[src/rtl/nfe_pkg.sv]
package nfe_pkg;
    localparam int          CFG_WRMODE  = 0;
    localparam int          CFG_DMAEN   = 2;
    localparam int          CFG_THR_LO  = 8;
    localparam int          CFG_THR_W   = 7;
    localparam int          CFG_CS_LO   = 24;
    localparam int          CFG_CS_W    = 3;
    localparam logic [31:0] CFG_MASK    = 32'h7F8F_7FBF;
    localparam logic [31:0] CFG_RESET   = 32'h0000_4000;
    localparam int          IRQ_W       = 12;
    localparam logic [11:0] IRQ_EN_MASK = 12'hF03;

    typedef enum logic [2:0] {
        RA_CFG    = 3'd0,
        RA_COUNT  = 3'd1,
        RA_CTRL   = 3'd2,
        RA_STATUS = 3'd3,
        RA_ISTAT  = 3'd4,
        RA_IEN    = 3'd5
    } reg_addr_e;
endpackage

[src/rtl/nfe_fifo_mem.sv]
module nfe_fifo_mem #(
    parameter int DEPTH = 64,
    parameter int PTR_W = $clog2(DEPTH)
) (
    input  logic             clk,
    input  logic             we0,
    input  logic [PTR_W-1:0] wa0,
    input  logic [7:0]       wd0,
    input  logic             we1,
    input  logic [PTR_W-1:0] wa1,
    input  logic [7:0]       wd1,
    input  logic [PTR_W-1:0] ra,
    output logic [7:0]       rd
);
    logic [7:0] mem_q [DEPTH];

    always_ff @(posedge clk) begin
        if (we0) mem_q[wa0] <= wd0;
        if (we1) mem_q[wa1] <= wd1;
    end

    assign rd = mem_q[ra];
endmodule

[src/rtl/nfe_irq.sv]
module nfe_irq
    import nfe_pkg::*;
(
    input  logic             clk,
    input  logic             rst_n,
    input  logic             set_ev,
    input  logic             set_term,
    input  logic             stat_wr,
    input  logic             en_wr,
    input  logic [IRQ_W-1:0] wdata,
    output logic [IRQ_W-1:0] stat,
    output logic [IRQ_W-1:0] en,
    output logic             irq
);
    typedef struct packed {
        logic [IRQ_W-1:0] stat;
        logic [IRQ_W-1:0] en;
    } irq_st_t;

    irq_st_t st_d, st_q;

    always_comb begin
        st_d = st_q;
        if (stat_wr) st_d.stat = st_q.stat & ~wdata;
        if (en_wr)   st_d.en   = wdata & IRQ_EN_MASK;
        if (set_ev)   st_d.stat[0] = 1'b1;
        if (set_term) st_d.stat[1] = 1'b1;
    end

    always_ff @(posedge clk or negedge rst_n) begin
        if (!rst_n) st_q <= '0;
        else        st_q <= st_d;
    end

    assign stat = st_q.stat;
    assign en   = st_q.en;
    assign irq  = |(st_q.stat & st_q.en);

    // the interrupt only rises after an enable write or a status source fired
    p_irq_cause_r7: assert property (@(posedge clk) disable iff (!rst_n)
        $rose(irq) |-> ($past(en_wr) || $past(set_ev) || $past(set_term)));
endmodule

[src/rtl/nand_fifo_engine.sv]
module nand_fifo_engine
    import nfe_pkg::*;
#(
    parameter int DEPTH = 64,
    parameter int CNT_W = 14
) (
    input  logic        clk,
    input  logic        rst_n,
    input  logic        reg_wr,
    input  logic [2:0]  reg_addr,
    input  logic [31:0] reg_wdata,
    output logic [31:0] reg_rdata,
    input  logic        fifo_rd,
    output logic [7:0]  fifo_rdata,
    input  logic        fifo_wr,
    input  logic [7:0]  fifo_wdata,
    input  logic        dev_wide,
    output logic        nand_req,
    output logic        nand_we,
    output logic [2:0]  nand_cs,
    output logic [15:0] nand_wdata,
    input  logic        nand_ack,
    input  logic [15:0] nand_rdata,
    output logic        irq,
    output logic        dma_req
);
    localparam int PTR_W = $clog2(DEPTH);
    localparam int OCC_W = PTR_W + 1;
    localparam int CMP_W = 16;

    typedef struct packed {
        logic [31:0]      cfg;
        logic [CNT_W-1:0] xfer;
        logic             start;
        logic [CNT_W-1:0] remain;
        logic [OCC_W-1:0] occ;
        logic [PTR_W-1:0] rptr;
        logic [PTR_W-1:0] wptr;
        logic [OCC_W-1:0] fill;
        logic             filling;
        logic [7:0]       last;
        logic [7:0]       rdata;
        logic             half;
        logic [7:0]       hold;
        logic             wpend;
        logic [15:0]      wdata;
        logic             dma;
    } eng_st_t;

    eng_st_t st_d, st_q;

    logic [CFG_THR_W-1:0] thr;
    logic                 wr_mode, dma_en, ge;
    logic                 mem_we0, mem_we1;
    logic [PTR_W-1:0]     mem_wa0, mem_wa1;
    logic [7:0]           mem_rd;
    logic                 trig, term_set;
    logic [OCC_W-1:0]     space, fill_n;
    logic [IRQ_W-1:0]     istat, ien;

    assign thr     = st_q.cfg[CFG_THR_LO +: CFG_THR_W];
    assign wr_mode = st_q.cfg[CFG_WRMODE];
    assign dma_en  = st_q.cfg[CFG_DMAEN];
    assign ge      = CMP_W'(st_q.occ) >= CMP_W'(thr);

    nfe_fifo_mem #(.DEPTH(DEPTH), .PTR_W(PTR_W)) u_mem (
        .clk (clk),
        .we0 (mem_we0), .wa0 (mem_wa0), .wd0 (nand_rdata[7:0]),
        .we1 (mem_we1), .wa1 (mem_wa1), .wd1 (nand_rdata[15:8]),
        .ra  (st_q.rptr), .rd (mem_rd)
    );

    nfe_irq u_irq (
        .clk      (clk),
        .rst_n    (rst_n),
        .set_ev   (ge),
        .set_term (term_set),
        .stat_wr  (reg_wr && reg_addr == RA_ISTAT),
        .en_wr    (reg_wr && reg_addr == RA_IEN),
        .wdata    (reg_wdata[IRQ_W-1:0]),
        .stat     (istat),
        .en       (ien),
        .irq      (irq)
    );

    always_comb begin
        st_d     = st_q;
        term_set = 1'b0;
        trig     = 1'b0;
        mem_we0  = 1'b0;
        mem_we1  = 1'b0;
        mem_wa0  = st_q.wptr;
        mem_wa1  = st_q.wptr + PTR_W'(1);
        space    = '0;
        fill_n   = '0;

        // a fill burst has delivered its last unit
        if (st_q.filling && st_q.fill == '0) begin
            st_d.filling = 1'b0;
            if (dma_en && st_q.occ != '0) st_d.dma = 1'b1;
            if (st_q.start && st_q.remain == '0) begin
                st_d.start = 1'b0;
                term_set   = 1'b1;
            end
        end

        // NAND read data returned
        if (nand_ack && st_q.fill != '0 && !st_q.wpend) begin
            mem_we0 = 1'b1;
            if (dev_wide) begin
                mem_we1     = 1'b1;
                st_d.wptr   = st_q.wptr + PTR_W'(2);
                st_d.occ    = st_q.occ + OCC_W'(2);
                st_d.fill   = st_q.fill - OCC_W'(2);
                st_d.remain = st_q.remain - CNT_W'(2);
            end else begin
                st_d.wptr   = st_q.wptr + PTR_W'(1);
                st_d.occ    = st_q.occ + OCC_W'(1);
                st_d.fill   = st_q.fill - OCC_W'(1);
                st_d.remain = st_q.remain - CNT_W'(1);
            end
        end
        if (nand_ack && st_q.wpend) st_d.wpend = 1'b0;

        // consumer read
        if (fifo_rd) begin
            if (wr_mode) begin
                st_d.rdata = 8'h00;
            end else if (st_q.occ != '0) begin
                st_d.rdata = mem_rd;
                st_d.last  = mem_rd;
                st_d.rptr  = st_q.rptr + PTR_W'(1);
                st_d.occ   = st_d.occ - OCC_W'(1);
                if (CMP_W'(st_d.occ) == CMP_W'(DEPTH) - CMP_W'(thr)) begin
                    st_d.dma = 1'b0;
                    trig     = 1'b1;
                end
            end else begin
                st_d.rdata = st_q.last;
            end
        end

        // producer write (postwrite)
        if (fifo_wr && wr_mode && st_q.remain != '0 && !st_q.wpend) begin
            if (dev_wide && !st_q.half) begin
                st_d.hold = fifo_wdata;
                st_d.half = 1'b1;
                st_d.occ  = OCC_W'(DEPTH - 1);
            end else begin
                st_d.wpend  = 1'b1;
                st_d.wdata  = dev_wide ? {fifo_wdata, st_q.hold} : {8'h00, fifo_wdata};
                st_d.half   = 1'b0;
                st_d.occ    = OCC_W'(DEPTH);
                st_d.remain = st_q.remain - CNT_W'(1);
                if (st_d.remain == '0) begin
                    st_d.start = 1'b0;
                    term_set   = 1'b1;
                end
            end
        end

        // register writes
        if (reg_wr) begin
            case (reg_addr)
                RA_CFG:   if (!st_q.start) st_d.cfg  = reg_wdata & CFG_MASK;
                RA_COUNT: if (!st_q.start) st_d.xfer = reg_wdata[CNT_W-1:0];
                RA_CTRL: begin
                    if (reg_wdata[0] != st_q.start) begin
                        st_d.start = reg_wdata[0];
                        if (reg_wdata[0]) begin
                            st_d.remain = st_q.xfer;
                            st_d.half   = 1'b0;
                            st_d.rptr   = '0;
                            st_d.wptr   = '0;
                            st_d.dma    = 1'b0;
                            if (wr_mode) begin
                                st_d.occ = OCC_W'(DEPTH);
                            end else begin
                                st_d.occ = '0;
                                trig     = 1'b1;
                            end
                        end else begin
                            st_d.remain = '0;
                            st_d.fill   = '0;
                        end
                    end
                end
                default: ;
            endcase
        end

        // launch a fill burst
        if (trig && st_d.fill == '0) begin
            space = OCC_W'(DEPTH) - st_d.occ;
            if (CMP_W'(st_d.remain) < CMP_W'(space)) fill_n = OCC_W'(st_d.remain);
            else                                      fill_n = space;
            if (dev_wide) fill_n[0] = 1'b0;
            st_d.fill    = fill_n;
            st_d.filling = 1'b1;
        end
    end

    always_ff @(posedge clk or negedge rst_n) begin
        if (!rst_n) begin
            st_q     <= '0;
            st_q.cfg <= CFG_RESET;
        end else begin
            st_q <= st_d;
        end
    end

    always_comb begin
        reg_rdata = '0;
        case (reg_addr)
            RA_CFG:    reg_rdata = st_q.cfg;
            RA_COUNT:  reg_rdata[CNT_W-1:0] = st_q.xfer;
            RA_CTRL:   reg_rdata[0] = st_q.start;
            RA_STATUS: begin
                reg_rdata[24 +: OCC_W]  = st_q.occ;
                reg_rdata[16]           = ge;
                reg_rdata[CNT_W-1:0]    = st_q.remain;
            end
            RA_ISTAT:  reg_rdata[IRQ_W-1:0] = istat;
            RA_IEN:    reg_rdata[IRQ_W-1:0] = ien;
            default:   reg_rdata = '0;
        endcase
    end

    assign nand_req   = (st_q.fill != '0) || st_q.wpend;
    assign nand_we    = st_q.wpend;
    assign nand_wdata = st_q.wdata;
    assign nand_cs    = st_q.cfg[CFG_CS_LO +: CFG_CS_W];
    assign fifo_rdata = st_q.rdata;
    assign dma_req    = st_q.dma;

    // configuration cannot move while the engine runs
    p_cfg_locked_r2: assert property (@(posedge clk) disable iff (!rst_n)
        st_q.start |=> $stable(st_q.cfg));
    // occupancy never exceeds the FIFO depth
    p_occ_bound_r4: assert property (@(posedge clk) disable iff (!rst_n)
        CMP_W'(st_q.occ) <= CMP_W'(DEPTH));
    // terminal count always coincides with the engine stopping
    p_term_stops_r5: assert property (@(posedge clk) disable iff (!rst_n)
        $rose(istat[1]) |-> !st_q.start);
    // DMA request only rises with DMA enabled
    p_dma_needs_en_r8: assert property (@(posedge clk) disable iff (!rst_n)
        $rose(dma_req) |-> $past(st_q.cfg[CFG_DMAEN]));
    // NAND reads are never issued in write mode
    p_no_read_in_wmode_r9: assert property (@(posedge clk) disable iff (!rst_n)
        (nand_req && !nand_we) |-> !wr_mode);
endmodule

[config.mk]
export PLATFORM = sky130hd
export DESIGN_NAME = nand_fifo_engine
export DESIGN_NICKNAME = d
export VERILOG_FILES = /design/src/rtl/nfe_pkg.sv /design/src/rtl/nfe_fifo_mem.sv /design/src/rtl/nfe_irq.sv /design/src/rtl/nand_fifo_engine.sv
export SDC_FILE = /design/constraint.sdc
export NUM_CORES = 1
export LEC_CHECK = 0
export BUFFER_PORTS_ARGS = -buffer_cell sky130_fd_sc_hd__buf_2
export CORE_ASPECT_RATIO = 0.9
export CORE_MARGIN = 4
export CORE_UTILIZATION = 55
export DETAILED_ROUTE_END_ITERATION = 10
export PLACE_DENSITY = 0.72
export SYNTH_ARGS = -nofsm -noshare
export SYNTH_HDL_FRONTEND = slang
export SYNTH_SLANG_ARGS = --single-unit
[constraint.sdc]
create_clock -name clk -period 10.61 [get_ports clk]
set_input_delay 1.061 -clock clk [delete_from_list [all_inputs] [get_ports clk]]
set_output_delay 1.061 -clock clk [all_outputs]
set_load 0.01 [all_outputs]
* Word-level counts from Yosys, hierarchy flattened
Memory sizes are Yosys's and may differ from the RTL's.
Index checks and enable logic that the tools add are counted.
** Storage, ports and cells
- Bits of input ports :: 66
- Bits in writable memories :: 512
- Memories :: 1
- Word-level logic and storage cells :: 158
- Output and inout port bits :: 63
- Register bits :: 143
** Operators by class
- Reductions and logical operators :: 33
- $lt $le $gt $ge :: 2
- $add $sub $neg :: 12
- Equality and inequality tests :: 7
- Bitwise logic cells :: 6
- Muxes and demuxes :: 77
** Memory list
- u_mem.mem_q :: depth 64, width 8, rd ports 1, clocked after Yosys merged registers in 0, write ports 2, line nfe_fifo_mem.sv:15 : logic [7:0] mem_q [DEPTH];
** Operators by type and width (number)
- $mux 41 :: 3
- $mux 13 :: 5
- $pmux 11 s5 :: 1
- $mux 1 :: 45
- $mux 21 :: 2
- $mux 7 :: 5
- $mux 8 :: 4
- $logic_not 14->1 :: 2
- $mux 26 :: 1
- $and 12x12->12 :: 2
- $mux 22 :: 1
- $mux 19 :: 1
- $mux 17 :: 1
- $eq 7x16->1 :: 1
- $mux 16 :: 1
- $mux 15 :: 1
- $logic_not 7->1 :: 2
- $lt 14x7->1 :: 1
- $mux 14 :: 1
- $pmux 7 s2 :: 1
- $reduce_bool 14->1 :: 1
- $reduce_bool 7->1 :: 2
- $sub 14x1->14 const B :: 1
- $sub 14x2->14 const B :: 1
- 27 further kinds :: 51

* Depth between registers and ports, before layout
- Word-level depth :: 18
- Gate-level depth with buffers :: 27

* Modules after synthesis
Synthesis repeated with hierarchy kept, for this count alone.
** Second synthesis, totals
- Cells, all modules :: 2581
- Area total of the unflattened synthesis :: 35715.5 um^2
** Modules (own cells, without submodules)
- nfe_fifo_mem :: cells an instance 1656, times used 1, area each 26808.2 um^2
- nand_fifo_engine :: cells an instance 874, times used 1, area each 8177.8 um^2
- nfe_irq :: cells an instance 51, times used 1, area each 729.4 um^2

* Least setup slack after synthesis
OpenSTA, ideal clock, no wires.
- Path type :: in2reg
- Start point :: input port dev_wide
- End point :: register st_q[49] (netlist bit)
- Data arrival time :: 4.633 ns
- Cell stages on the path :: 20
- Slack :: 5.834 ns
- Setup time :: 0.143 ns
- Data required time :: 10.467 ns
- Path through :: clkbuf_1 > o21ai_0 > a211oi_1 > and3_1 > xor2_1 > o31ai_1 > nor3_1 > or2_2 > a2bb2oi_1 > inv_1 > ha_1 > nor2b_1 > o21ai_0 > nand3b_1 > a21oi_1 > nor4b_1 > and4bb_1 > buf_6 > mux2i_1 > o22ai_1
** RTL lines
- start: declaration :: line nand_fifo_engine.sv:17 : input logic dev_wide,
- end signal: assignment :: line nand_fifo_engine.sv:208 : st_q <= st_d;
- end: declaration :: line nand_fifo_engine.sv:50 : eng_st_t st_d, st_q;

==> results.ini <==
[setup_path]
end_kind=flip-flop
r2r_end=st_q[44]$_DFF_PN0_
crit_chain=inv_1 -> ha_1 -> or4b_1 -> or4b_4 -> nand2_1 -> nand2_1 -> a31oi_1 -> nand3_1 -> o211ai_1 -> a2bb2oi_1 -> inv_1 -> ha_1 -> nor2b_1 -> o21ai_0 -> nand3b_1 -> a21oi_1 -> nor4b_1 -> and4bb_1 -> mux2i_1 -> o31ai_1
crit_start=st_q[71]$_DFF_PN0_
reg2reg_slack_ps=4220
worstPathArrival_ps=6870
crit_required_ps=11090
crit_path_max_fanout=39
slowest_stage=nand2_1
slowest_delay_ps=850
rr_startpoint=st_q[71]$_DFF_PN0_
start_kind=flip-flop
path_class=reg2reg
reg2regPathDepth=20

[timing]
period_minus_slack_ps=6390
rsz0062_at_grt=false
period_share_pct=60.23
relSlewSlack_pct=9.664
drv_slew=0
setup_viol=0
hold_slack_ps=470.2
fin_skew_ps=40.59
hold_viol_final=0
setup-tns-final_ps=0
max_freq_mhz=156.5
worst_pin_slew_ps=1341

[layout]
syn2layout_area_growth_pct=8.838
final_util_pct=60.56
drive_gt1_share_pct=35.26
finish.net_count=2789

[hold_path]
whs_path_depth=1
hp-start=fifo_rdata[3]$_DFFE_PN0P_
whs_endpoint=fifo_rdata[3]$_DFFE_PN0P_
worst_hold_path_type=reg2reg

[die]
start_util_pct=55.64
die_w_um=276.6
coreArea_sq_um=64190
ioPinCount=129
die_h_um=249.8
rows=88
die-area_sq_um=69090

[clock_tree]
cts_inserted_buffers=70
cts.path.max_buffers=3
htreeDepth=3
cts_root_buf=clkbuf_16
postCtsResizedCells=0
clk_latency_ps=630
path_clk_slew_ps=70
cts_hold_buffers=0
postCtsSetupBuffers=0
tritoncts=built
cts_sinks=655

[yosys]
yosysWarnings=0
seq_area_frac_synth_pct=53.07
synth_edf_count=512
synth_cell_types=76
synth_area_leaders=edfxtp_1 (43%), mux2_2 (19%), dfrtp_1 (9.9%)
yosys.area.top_type_share_pct=43.04
syn_area_sq_um=35720
synth.most_common_cell=mux2_2
synth_seq_cells=655
synthCells=2721
ys.flop_type=edfxtp_1
ys_top_cells_by_count=mux2_2 (607), edfxtp_1 (512), clkbuf_1 (197)
yosysTopAreaCell=edfxtp_1
ys_async_sr_fraction_pct=21.83
syn_avg_cell_area_sq_um=13.13

[routing]
first_pass_iters=7
wirelength_mm=97.62
wl_per_cell_um=27.09
drc_errors=0
via_per_inst=6.619
via_count=23856
drtAntennaViolNets=0
first_iter_violations=2750

[power_and_ir_drop]
power.leakage_nw=13.97
pwr_density_cell_nw_per_um2=234.3
peakVddDrop_mv=0.2306

[grt]
grt_pass1_wl_mm=147.4
grt_pass1_vias=23583
grt_overflow=0
grt_antenna_before_repair=2
grtUsageTotal_pct=27.64
grt_max_degree=111

[placement]
dpl.hpwl_mm=60.88
portBuffers=118
place.gp.congestion=0.9299

[job]
maxCapViolCount=0

[run_status]
status=complete, no violations

[worst max-delay path: cells and delay by family, from the launching register on]
kind | cells | cell delay [ps]
mux | 1 | 310
simple gates | 9 | 3590
buf+inv | 2 | 250
fa+ha+maj | 2 | 550
compound gates | 6 | 1110
flops | 1 | 450
[worst max-delay path by stage]
stage	end	cells after the start
after floorplan	st_q[49]$_DFF_PN0_	20
after global placement	st_q[44]$_DFF_PN0_	22
after detailed placement	st_q[44]$_DFF_PN0_	19
after CTS	st_q[44]$_DFF_PN0_	20
after global routing	st_q[44]$_DFF_PN0_	20
final	st_q[44]$_DFF_PN0_	20
[layout by cell type, fill, tap and decap left out, drive strengths merged, types with 10 or more instances in the layout]
master / synthesis / routed
clkbuf: 197 / 100
mux2: 607 / 607
nor4: 10 / 10
dfrtp: 142 / 142
nand2: 148 / 148
nand4: 11 / 11
xnor2: 36 / 36
o21ai: 123 / 123
xor2: 22 / 22
or2: 10 / 10
ha: 32 / 32
clkinv: 0 / 24
a21oi: 91 / 91
nand3: 28 / 28
and3: 11 / 11
nor3: 21 / 21
a21boi: 12 / 12
o22ai: 66 / 66
nand2b: 15 / 15
o21bai: 11 / 11
nor2: 103 / 103
edfxtp: 512 / 512
buf: 78 / 169
a22oi: 35 / 35
and2: 16 / 16
inv: 32 / 33
a21o: 24 / 24
mux4: 73 / 73
nor2b: 14 / 14
o221ai: 32 / 32
mux2i: 124 / 124
[stage by stage]
step                      power [mW]  instances  instance area (sq um)  setup WS [ps]
after floorplan                5.635       2725                  35730           5834
after global placement         6.596       3473                  36660           4303
after detailed placement       6.670       3473                  36660           4169
after CTS                      9.059       3602                  38870           4269
after global routing           9.487       3603                  38870           3741
final                          9.109       3604                  38870           4220
[cell type report]
cell class / instances / area (sq um)
tap: 855 / 1070
sequential: 655 / 18960
antenna: 1 / 2.502
clock buffer: 100 / 1978
timing repair buffer: 169 / 989.7
clock inverter: 29 / 231.5
inverter: 32 / 120.1
fill: 5011 / 25320
multi-input combinational: 1763 / 15520
[metal layers]
metal / global-route usage [%] / wire (um) / up-vias
met3: 6.267 / 9459 / 184
met4: 8.077 / 2864 / 0
met2: 42.29 / 44140 / 1249
met5: 0 / 0 / -
met1: 40.01 / 41160 / 12125
li1: - / - / 10298
[logic make-up after synthesis]
logic type,Yosys count,share of synthesized area [%]
AO/OA/AOI/OAI,440,7.805
XOR/XNOR,58,1.422
adder cells (fa/ha/maj),32,1.121
buffers and inverters,307,3.622
flip-flops,655,53.07
multiplexers,804,27.21
other,1,0.01050
AND/OR/NAND/NOR,424,5.738
[flip-flops by register name, indices dropped and copies added (netlist names)]
| signal | count |
|---|---|
| u_mem.mem_q | 512 |
| st_q | 89 |
| nand_wdata | 16 |
| u_irq.stat | 12 |
| fifo_rdata | 8 |
| mem_wa0 | 6 |
| u_irq.en | 6 |
| nand_cs | 3 |
| dma_en | 1 |
| dma_req | 1 |
| nand_we | 1 |
[power breakdown]
group          leakage, nW  switching [mW]  internal [mW]
Sequential            6.38           0.319           3.08
Combinational         6.52            2.03           1.29
Clock                 1.08            1.01           1.37
No activity file was read; power rests on OpenSTA's default activity.
